<file path="config.mk">
export PLATFORM = sky130hd
export DESIGN_NAME = ema_smoother
export DESIGN_NICKNAME = d
export VERILOG_FILES = /design/src/rtl/ema_pkg.sv /design/src/rtl/ema_rst_sync.sv /design/src/rtl/ema_pacer.sv /design/src/rtl/ema_update.sv /design/src/rtl/ema_round.sv /design/src/rtl/ema_smoother.sv
export SDC_FILE = /design/constraint.sdc
export NUM_CORES = 2
export LEC_CHECK = 0
export ABC_AREA = 1
export BUFFER_PORTS_ARGS = -buffer_cell sky130_fd_sc_hd__buf_4
export CAP_MARGIN = 20
export CORE_UTILIZATION = 65
export DETAILED_ROUTE_END_ITERATION = 10
export PLACE_DENSITY = 0.82
export REMOVE_ABC_BUFFERS = 1
export SLEW_MARGIN = 20
export SYNTH_ARGS = -nofsm -noshare
export SYNTH_HDL_FRONTEND = slang
export SYNTH_SLANG_ARGS = --single-unit
</file>
<file path="constraint.sdc">
create_clock -name clk -period 2.8 [get_ports clk]
set_input_delay 0.28 -clock clk [delete_from_list [all_inputs] [get_ports clk]]
set_output_delay 0.28 -clock clk [all_outputs]
set_load 0.02 [all_outputs]
</file>
<file path="src/rtl/ema_pkg.sv">
package ema_pkg;
  localparam int EMA_IN_W    = 18;
  localparam int EMA_IN_FRAC = 17;
  localparam int EMA_ST_W    = 40;
  localparam int EMA_ST_FRAC = 39;
  localparam int EMA_A_W     = 16;
  localparam int EMA_SH_W    = 5;
  localparam int EMA_CNT_W   = 20;
endpackage

</file>
<file path="src/rtl/ema_rst_sync.sv">
module ema_rst_sync (
  input  logic clk,
  input  logic rst_n,
  output logic rst_ns
);
  logic meta_q, sync_q;

  always_ff @(posedge clk or negedge rst_n) begin
    if (!rst_n) begin
      meta_q <= 1'b0;
      sync_q <= 1'b0;
    end else begin
      meta_q <= 1'b1;
      sync_q <= meta_q;
    end
  end

  assign rst_ns = sync_q;
endmodule

</file>
<file path="src/rtl/ema_pacer.sv">
module ema_pacer #(
  parameter int CNT_W = ema_pkg::EMA_CNT_W
) (
  input  logic             clk,
  input  logic             rst_n,
  input  logic [CNT_W-1:0] period,
  output logic             strike
);
  logic [CNT_W-1:0] cnt_q, cnt_d, last;

  always_comb begin
    last   = (period == '0) ? '0 : period - 1'b1;
    strike = (cnt_q >= last);
    cnt_d  = strike ? '0 : cnt_q + 1'b1;
  end

  always_ff @(posedge clk or negedge rst_n) begin
    if (!rst_n) cnt_q <= '0;
    else        cnt_q <= cnt_d;
  end

  // the counter restarts after a strike and steps by one otherwise
  a_r2_wrap: assert property (@(posedge clk) disable iff (!rst_n)
    strike |=> (cnt_q == '0));
  a_r2_step: assert property (@(posedge clk) disable iff (!rst_n)
    !strike |=> (cnt_q == $past(cnt_q) + 1'b1));
endmodule

</file>
<file path="src/rtl/ema_update.sv">
module ema_update #(
  parameter int IN_W    = ema_pkg::EMA_IN_W,
  parameter int IN_FRAC = ema_pkg::EMA_IN_FRAC,
  parameter int ST_W    = ema_pkg::EMA_ST_W,
  parameter int ST_FRAC = ema_pkg::EMA_ST_FRAC,
  parameter int A_W     = ema_pkg::EMA_A_W,
  parameter int SH_W    = ema_pkg::EMA_SH_W
) (
  input  logic [ST_W-1:0] state_q,
  input  logic [IN_W-1:0] x_in,
  input  logic [A_W-1:0]  alpha,
  input  logic            shift_mode,
  input  logic [SH_W-1:0] shift_amt,
  output logic [ST_W-1:0] state_nx
);
  localparam int X_SH  = ST_FRAC - IN_FRAC;
  localparam int D_W   = ST_W + 1;
  localparam int P_W   = D_W + A_W + 1;

  logic signed [D_W-1:0] x_ext, y_ext, diff, inc_mul, inc_sh, inc, sum;
  logic signed [P_W-1:0] prod, prod_sh;

  always_comb begin
    x_ext   = $signed({{(D_W-IN_W){x_in[IN_W-1]}}, x_in}) <<< X_SH;
    y_ext   = $signed({state_q[ST_W-1], state_q});
    diff    = x_ext - y_ext;
    prod    = diff * $signed({1'b0, alpha});
    prod_sh = prod >>> A_W;
    inc_mul = prod_sh[D_W-1:0];
    inc_sh  = diff >>> shift_amt;
    inc     = shift_mode ? inc_sh : inc_mul;
    sum     = y_ext + inc;
    state_nx = sum[ST_W-1:0];
  end
endmodule

</file>
<file path="src/rtl/ema_round.sv">
module ema_round #(
  parameter int IN_W    = ema_pkg::EMA_IN_W,
  parameter int IN_FRAC = ema_pkg::EMA_IN_FRAC,
  parameter int ST_W    = ema_pkg::EMA_ST_W,
  parameter int ST_FRAC = ema_pkg::EMA_ST_FRAC
) (
  input  logic [ST_W-1:0] state_q,
  output logic [IN_W-1:0] y_out
);
  localparam int DROP = ST_FRAC - IN_FRAC;
  localparam int HI_W = ST_W + 1 - DROP;

  logic signed [ST_W:0]   biased;
  logic signed [HI_W-1:0] hi;

  always_comb begin
    biased = $signed({state_q[ST_W-1], state_q})
           + $signed({{(ST_W+1-DROP){1'b0}}, 1'b1, {(DROP-1){1'b0}}});
    hi = biased[ST_W:DROP];
    if (hi > $signed({{(HI_W-IN_W+1){1'b0}}, {(IN_W-1){1'b1}}}))
      y_out = {1'b0, {(IN_W-1){1'b1}}};
    else if (hi < $signed({{(HI_W-IN_W+1){1'b1}}, {(IN_W-1){1'b0}}}))
      y_out = {1'b1, {(IN_W-1){1'b0}}};
    else
      y_out = hi[IN_W-1:0];
  end
endmodule

</file>
<file path="src/rtl/ema_smoother.sv">
module ema_smoother #(
  parameter int IN_W    = ema_pkg::EMA_IN_W,
  parameter int IN_FRAC = ema_pkg::EMA_IN_FRAC,
  parameter int ST_W    = ema_pkg::EMA_ST_W,
  parameter int ST_FRAC = ema_pkg::EMA_ST_FRAC,
  parameter int A_W     = ema_pkg::EMA_A_W,
  parameter int SH_W    = ema_pkg::EMA_SH_W,
  parameter int CNT_W   = ema_pkg::EMA_CNT_W
) (
  input  logic             clk,
  input  logic             rst_n,
  input  logic             clear,
  input  logic [CNT_W-1:0] period,
  input  logic [A_W-1:0]   alpha,
  input  logic             shift_mode,
  input  logic [SH_W-1:0]  shift_amt,
  input  logic [IN_W-1:0]  sample_in,
  output logic [IN_W-1:0]  sample_out,
  output logic             out_valid
);
  logic            rst_ns, strike;
  logic [ST_W-1:0] state_q, state_d, state_nx;
  logic            state_en, valid_q, valid_d;

  ema_rst_sync u_rst (.clk(clk), .rst_n(rst_n), .rst_ns(rst_ns));

  ema_pacer #(.CNT_W(CNT_W)) u_pacer (
    .clk(clk), .rst_n(rst_ns), .period(period), .strike(strike));

  ema_update #(.IN_W(IN_W), .IN_FRAC(IN_FRAC), .ST_W(ST_W), .ST_FRAC(ST_FRAC),
               .A_W(A_W), .SH_W(SH_W)) u_upd (
    .state_q(state_q), .x_in(sample_in), .alpha(alpha),
    .shift_mode(shift_mode), .shift_amt(shift_amt), .state_nx(state_nx));

  ema_round #(.IN_W(IN_W), .IN_FRAC(IN_FRAC), .ST_W(ST_W), .ST_FRAC(ST_FRAC)) u_rnd (
    .state_q(state_q), .y_out(sample_out));

  always_comb begin
    state_en = clear | strike;
    state_d  = state_q;
    valid_d  = 1'b0;
    if (clear) begin
      state_d = '0;
    end else if (strike) begin
      state_d = state_nx;
      valid_d = 1'b1;
    end
  end

  always_ff @(posedge clk or negedge rst_ns) begin
    if (!rst_ns) begin
      state_q <= '0;
      valid_q <= 1'b0;
    end else begin
      valid_q <= valid_d;
      if (state_en) state_q <= state_d;
    end
  end

  assign out_valid = valid_q;

  // an unblocked strike is followed by a valid pulse
  a_r2_valid_follows: assert property (@(posedge clk) disable iff (!rst_ns)
    (strike && !clear) |=> out_valid);
  // the output holds between strikes and clears
  a_r5_hold: assert property (@(posedge clk) disable iff (!rst_ns)
    (!strike && !clear) |=> $stable(sample_out));
  // clear zeroes the output and blocks the valid pulse
  a_r6_clear: assert property (@(posedge clk) disable iff (!rst_ns)
    clear |=> (sample_out == '0 && !out_valid));
  // a zero shift copies the sample straight through
  a_r4_copy: assert property (@(posedge clk) disable iff (!rst_ns)
    (strike && !clear && shift_mode && shift_amt == '0) |=> (sample_out == $past(sample_in)));
endmodule

</file>
==> summary.txt, run 1 <==
Run status
  • Status: stopped before the end
  • Last flow stage reached: global routing
  • Error msg: [ERROR GRT-0116] Global routing finished with congestion. Check the congestion regions in the DRC Viewer.

Placement
  • Place WS: -6.95 ns
  • Dpl hpwl: 110000 um
  • GPL Wtd Cong: 1.04
  • IO Port Bufs: 81
  • Placed cells: 6053

Synthesis
  • Async set or reset register ratio after synthesis: 1.00
  • Syn. warnings: 0
  • Mean area per synthesized cell: 7.07 um2
  • Synth unique cells: 52
  • Yosys reg bits: 63
  • Post-synthesis sequential area ratio: 0.0493
  • Predominant post-synthesis flop cell: dfrtp_1
  • Post-synth EDFFs: 0
  • Synthesized cell area: 32000 um2
  • Cells after Synth: 4520

Global routing
  • Vias in the first global route: 49376
  • Largest net degree at the start of global routing: 39
  • GR Util All Layers: 0.790
  • First-pass GRT wire length: 299000 um
  • Total grt overflow: 981

Die
  • Die width: 224 um
  • Starting density of the core: 0.664
  • # rows: 80
  • Die H: 224 um
  • Boundary pin count: 82

Clock tree
  • Total CTS buffers: 9
  • Root buffer cell: clkbuf_16
  • Clock sink total: 63
  • Htree depth: 3
  • Clock Path Buffers: 2
==> synth_stat cells (11+ instances only) <==
master	n	area [um2]
a21o_1	20	150
a21oi_1	178	891
a31oi_1	45	282
clkbuf_1	139	522
dfrtp_1	63	1580
fa_1	602	12100
ha_1	209	2620
inv_1	1021	3830
nand2_1	1065	4000
nand2_2	19	119
nand3_1	232	1160
nand4_1	24	150
nor2_1	448	1680
nor3_1	33	165
nor4_1	11	68.8
o211ai_1	17	128
o21ai_0	134	671
o21bai_1	13	97.6
o22ai_1	40	250
or2_2	19	119
xnor2_1	31	272
xor2_1	48	420
==> cell families after synthesis <==
family                   Yosys count  share of synthesized area
XOR/XNOR                          79                     0.0216
other                              1                   0.000117
multiplexers                       3                   0.000939
buffers and inverters           1195                      0.142
AO/OA/AOI/OAI                    482                     0.0855
AND/OR/NAND/NOR                 1886                      0.242
flip-flops                        63                     0.0493
adder cells (fa/ha/maj)          811                      0.459
==> routing by layer <==
metal	global-route usage	overflow
met4	0.824	288
met1	0.776	13
met5	0.252	2
met3	0.589	14
met2	1.00	664
==> stage by stage <==
step | cell area (um2) | setup TNS [ns] | hold slack, ns
4_1_cts | 43700 | -231.12 | 0.231
3_3_place_gp | 40400 | -259.76 | 0.0625
3_5_place_dp | 40400 | -270.57 | 0.0636
2_1_floorplan | 31300 | -230.14 | -0.0156
==> what timing repair did <==
action,in CTS
gates cloned,1
gates resized for setup,607
endpoints found under the setup margin,79
hold buffers,1
pin swaps,232
buffers inserted,85
hold endpoints to repair,2
==> inputs of run 2 (changes only) <==
--- a/config.mk
+++ b/config.mk
@@ -8,9 +8,9 @@
 export ABC_AREA = 1
 export BUFFER_PORTS_ARGS = -buffer_cell sky130_fd_sc_hd__buf_4
 export CAP_MARGIN = 20
-export CORE_UTILIZATION = 65
+export CORE_UTILIZATION = 40
 export DETAILED_ROUTE_END_ITERATION = 10
-export PLACE_DENSITY = 0.82
+export PLACE_DENSITY_LB_ADDON = 0.15
 export REMOVE_ABC_BUFFERS = 1
 export SLEW_MARGIN = 20
 export SYNTH_ARGS = -nofsm -noshare
==> run 2 against run 1 <==
The flow now finishes, with violations (setup timing). Synthesized cell count is the same. Area after synthesis is the same.
==> summary.txt, run 2 <==
Synthesis
  • Async set or reset register ratio after synthesis: 1.00 (unchanged)
  • Synthesized cell area: 32000 um2 (unchanged)
  • Simple-gate portion of the synthesized area: 0.242 (unchanged)
  • Synth Area in Compound Gates: 0.0855 (unchanged)
  • Synth Area in XOR/XNOR: 0.0216 (unchanged)
  • Adder-cell share of the synthesized area: 0.459 (unchanged)
  • Synth unique cells: 52 (unchanged)
  • Post-synth EDFFs: 0 (unchanged)
  • Top cell type's share of synthesized area: 0.377 (unchanged)
  • Cells after Synth: 4520 (unchanged)
  • Predominant post-synthesis flop cell: dfrtp_1
  • Yosys top cell by area: fa_1
  • Yosys reg bits: 63 (unchanged)
  • Largest family of logic cells by synthesized area: adder cells
  • Top-count cell post-synth: nand2_1
  • Post-synthesis sequential area ratio: 0.0493 (unchanged)
  • Syn. warnings: 0 (unchanged)
  • Area contributors post-synth: fa_1 38%, nand2_1 13%, inv_1 12%
  • Post-synthesis mux area share: 0.000939 (unchanged)
  • Most frequent cells after synthesis: 1065 x nand2_1, 1021 x inv_1, 602 x fa_1
  • Mean area per synthesized cell: 7.07 um2 (unchanged)

Global routing
  • Total grt overflow: 0
  • Largest net degree at the start of global routing: 62
  • GR Util All Layers: 0.310
  • Busiest layer in global routing: met2
  • First-pass GRT wire length: 195000 um
  • Vias in the first global route: 34678
  • Initial antenna violation count: 2
  • Global routing usage on met1: 0.410
  • M2 GR Usage: 0.530
  • Met3 usage: 0.0335

Clock tree
  • Htree depth: 3 (unchanged)
  • Clock sink total: 63 (unchanged)
  • CTS tree: yes
  • Total CTS buffers: 9 (unchanged)
  • Clock Path Buffers: 2 (unchanged)
  • Reg clk slew, reported paths: 0.06 ns
  • Skew-Pair Late Insertion Delay: 0.36 ns
  • Root buffer cell: clkbuf_16

Final layout
  • Area grow syn2layout: 45.4%
  • Top Registers: state_q x40, u_pacer.cnt_q x20
  • Design Area, Final: 46500 um2
  • Ant. Diodes: 0
  • Share of cells above drive strength 1: 0.347
  • Largest register by flop count: state_q
  • Most common cell after layout, fill and taps aside: buf_4
  • Largest register FFs: 40
  • Most frequent cells in the layout: 1083 x buf_4, 937 x inv_1, 923 x nand2_1
  • Post-layout net count: 6457

Placement
  • IO Port Bufs: 81 (unchanged)
  • Place WS: -7.39 ns (-0.439 ns)
  • GPL Wtd Cong: 0.987 (-5.5%)
  • Dpl hpwl: 106000 um (-3.9%)
  • DP Area: 41300 um2 (+2.3%)

Detailed routing
  • WL final: 125000 um
  • Post-DR wirelength/cell: 18.8 um
  • Post-route ant nets: 0
  • Vias: 33264
  • Vias/cell: 5.01
  • Initial drt markers: 2238
  • # DRC: 0
  • DR pass1 iterations: 6

Worst setup path
  • Kind of critical path: register to register
  • CP required: 3.04 ns
  • Delay-heaviest family, CP: adder cells
  • Reg2reg start: state_q[7]
  • Slowest cell delay on critical path: 0.58 ns
  • Critical Path End Type: register
  • WP data arrival: 9.06 ns
  • Setup crit start: state_q[7]
  • Buf+Inv Stages, Crit Path: 14
  • CP Launch Type: register
  • Slowest cell on crit path: fa_2
  • Most common cell type on the critical path: buf_4
  • Crit-path max FO: 6

Die
  • Starting density of the core: 0.405 (-0.259)
  • Die width: 285 um (+27%)
  • Die H: 285 um (+27%)
  • # rows: 103 (+29%)
  • Die Area: 81100 um2
  • Boundary pin count: 82 (unchanged)
  • Core area: 79000 um2

STA
  • Final Max Tran Viols: 0
  • Final setup fails: 78
  • Slew Limit Headroom: 0.549
  • Final Cycle Share: 3.15
  • Hold Vio Cnt, Final: 0
  • Layout Skew: 0.00632 ns
  • Minimum clock period: 8.82 ns
  • Fmax: 113 MHz
  • RSZ-0062 raised after global routing: yes
  • Final setup margin: -6.02 ns
  • Hold_ws: 0.240 ns
  • Worst-margin pin slew: 0.676 ns

Run status
  • Failing checks: setup timing
  • Status: finished with violations

Worst hold path
  • Min-Delay Path Class: register to async pin

Run
  • Max Cap Viol: 0
## run 2: cell counts after synthesis
Identical to the previous run, type by type.
## run 2: worst reg2reg max path: cells and delay by family (launching register included)
family	cells	cell delay, ns
buf+inv	14	1.39
fa+ha+maj	8	3.70
flops	1	0.43
simple gates	10	1.16
xor+xnor	1	0.18
compound gates	13	1.86
## run 2: cell type report
class                           count  area (um2)
Clock buffer                       10         239
Clock inverter                      4        23.8
Fill cell                        7294       32500
Inverter                         1035        3950
Multi-Input combinational cell   3262       29400
Sequential cell                    63        1580
Tap cell                         1050        1310
Timing Repair Buffer             1212        9980
## run 2: cell families after synthesis
| group | after synthesis |
|---|---|
| compound gates | 482 |
| xor+xnor | 79 |
| fa+ha+maj | 811 |
| buf+inv | 1195 |
| flops | 63 |
| mux | 3 |
| other cells | 1 |
| simple gates | 1886 |
## run 2: metrics by stage
| step | utilization | instances | TNS [ns] |
|---|---|---|---|
| finish | 0.589 | 6636 | -231.95 |
| CTS | 0.558 | 6591 | -231.04 |
| global placement | 0.523 | 6495 | -278.32 |
| detailed placement | 0.523 | 6495 | -279.31 |
| floorplan | - | 4360 | -230.14 |
| global route | 0.589 | 6636 | -254.54 |
## run 2: repair_timing
action | CTS | global route
setup buffers | 87 | 45
resized for setup | 502 | 497
pin swaps | 248 | 303
hold buffers | 1 | 0
gates cloned | 0 | 1
endpoints found under the setup margin | 79 | 79
endpoints found under the hold margin | 2 | 0
## run 2: worst paths after layout
check,endpoint,slack [ns],cells after the start
min,out_valid,0.24,1
min reg2reg,out_valid,0.24,1
max,state_q[37],-6.02,46
min in group clk,state_q[39],0.35,5
max in group asynchronous,state_q[3],2.14,1
max reg2reg,state_q[37],-6.02,46
## run 2: per-layer routing
layer  part of all wire  vias up
met1               0.42    16288
met2               0.48      974
met3              0.053      226
met4              0.041        2
li1                   -    15774
met5            0.00014        -
Power of run 2 is left out: the tool's default activity adds up to more than one toggle a clock period on the data nets, which glitch-free logic cannot reach.
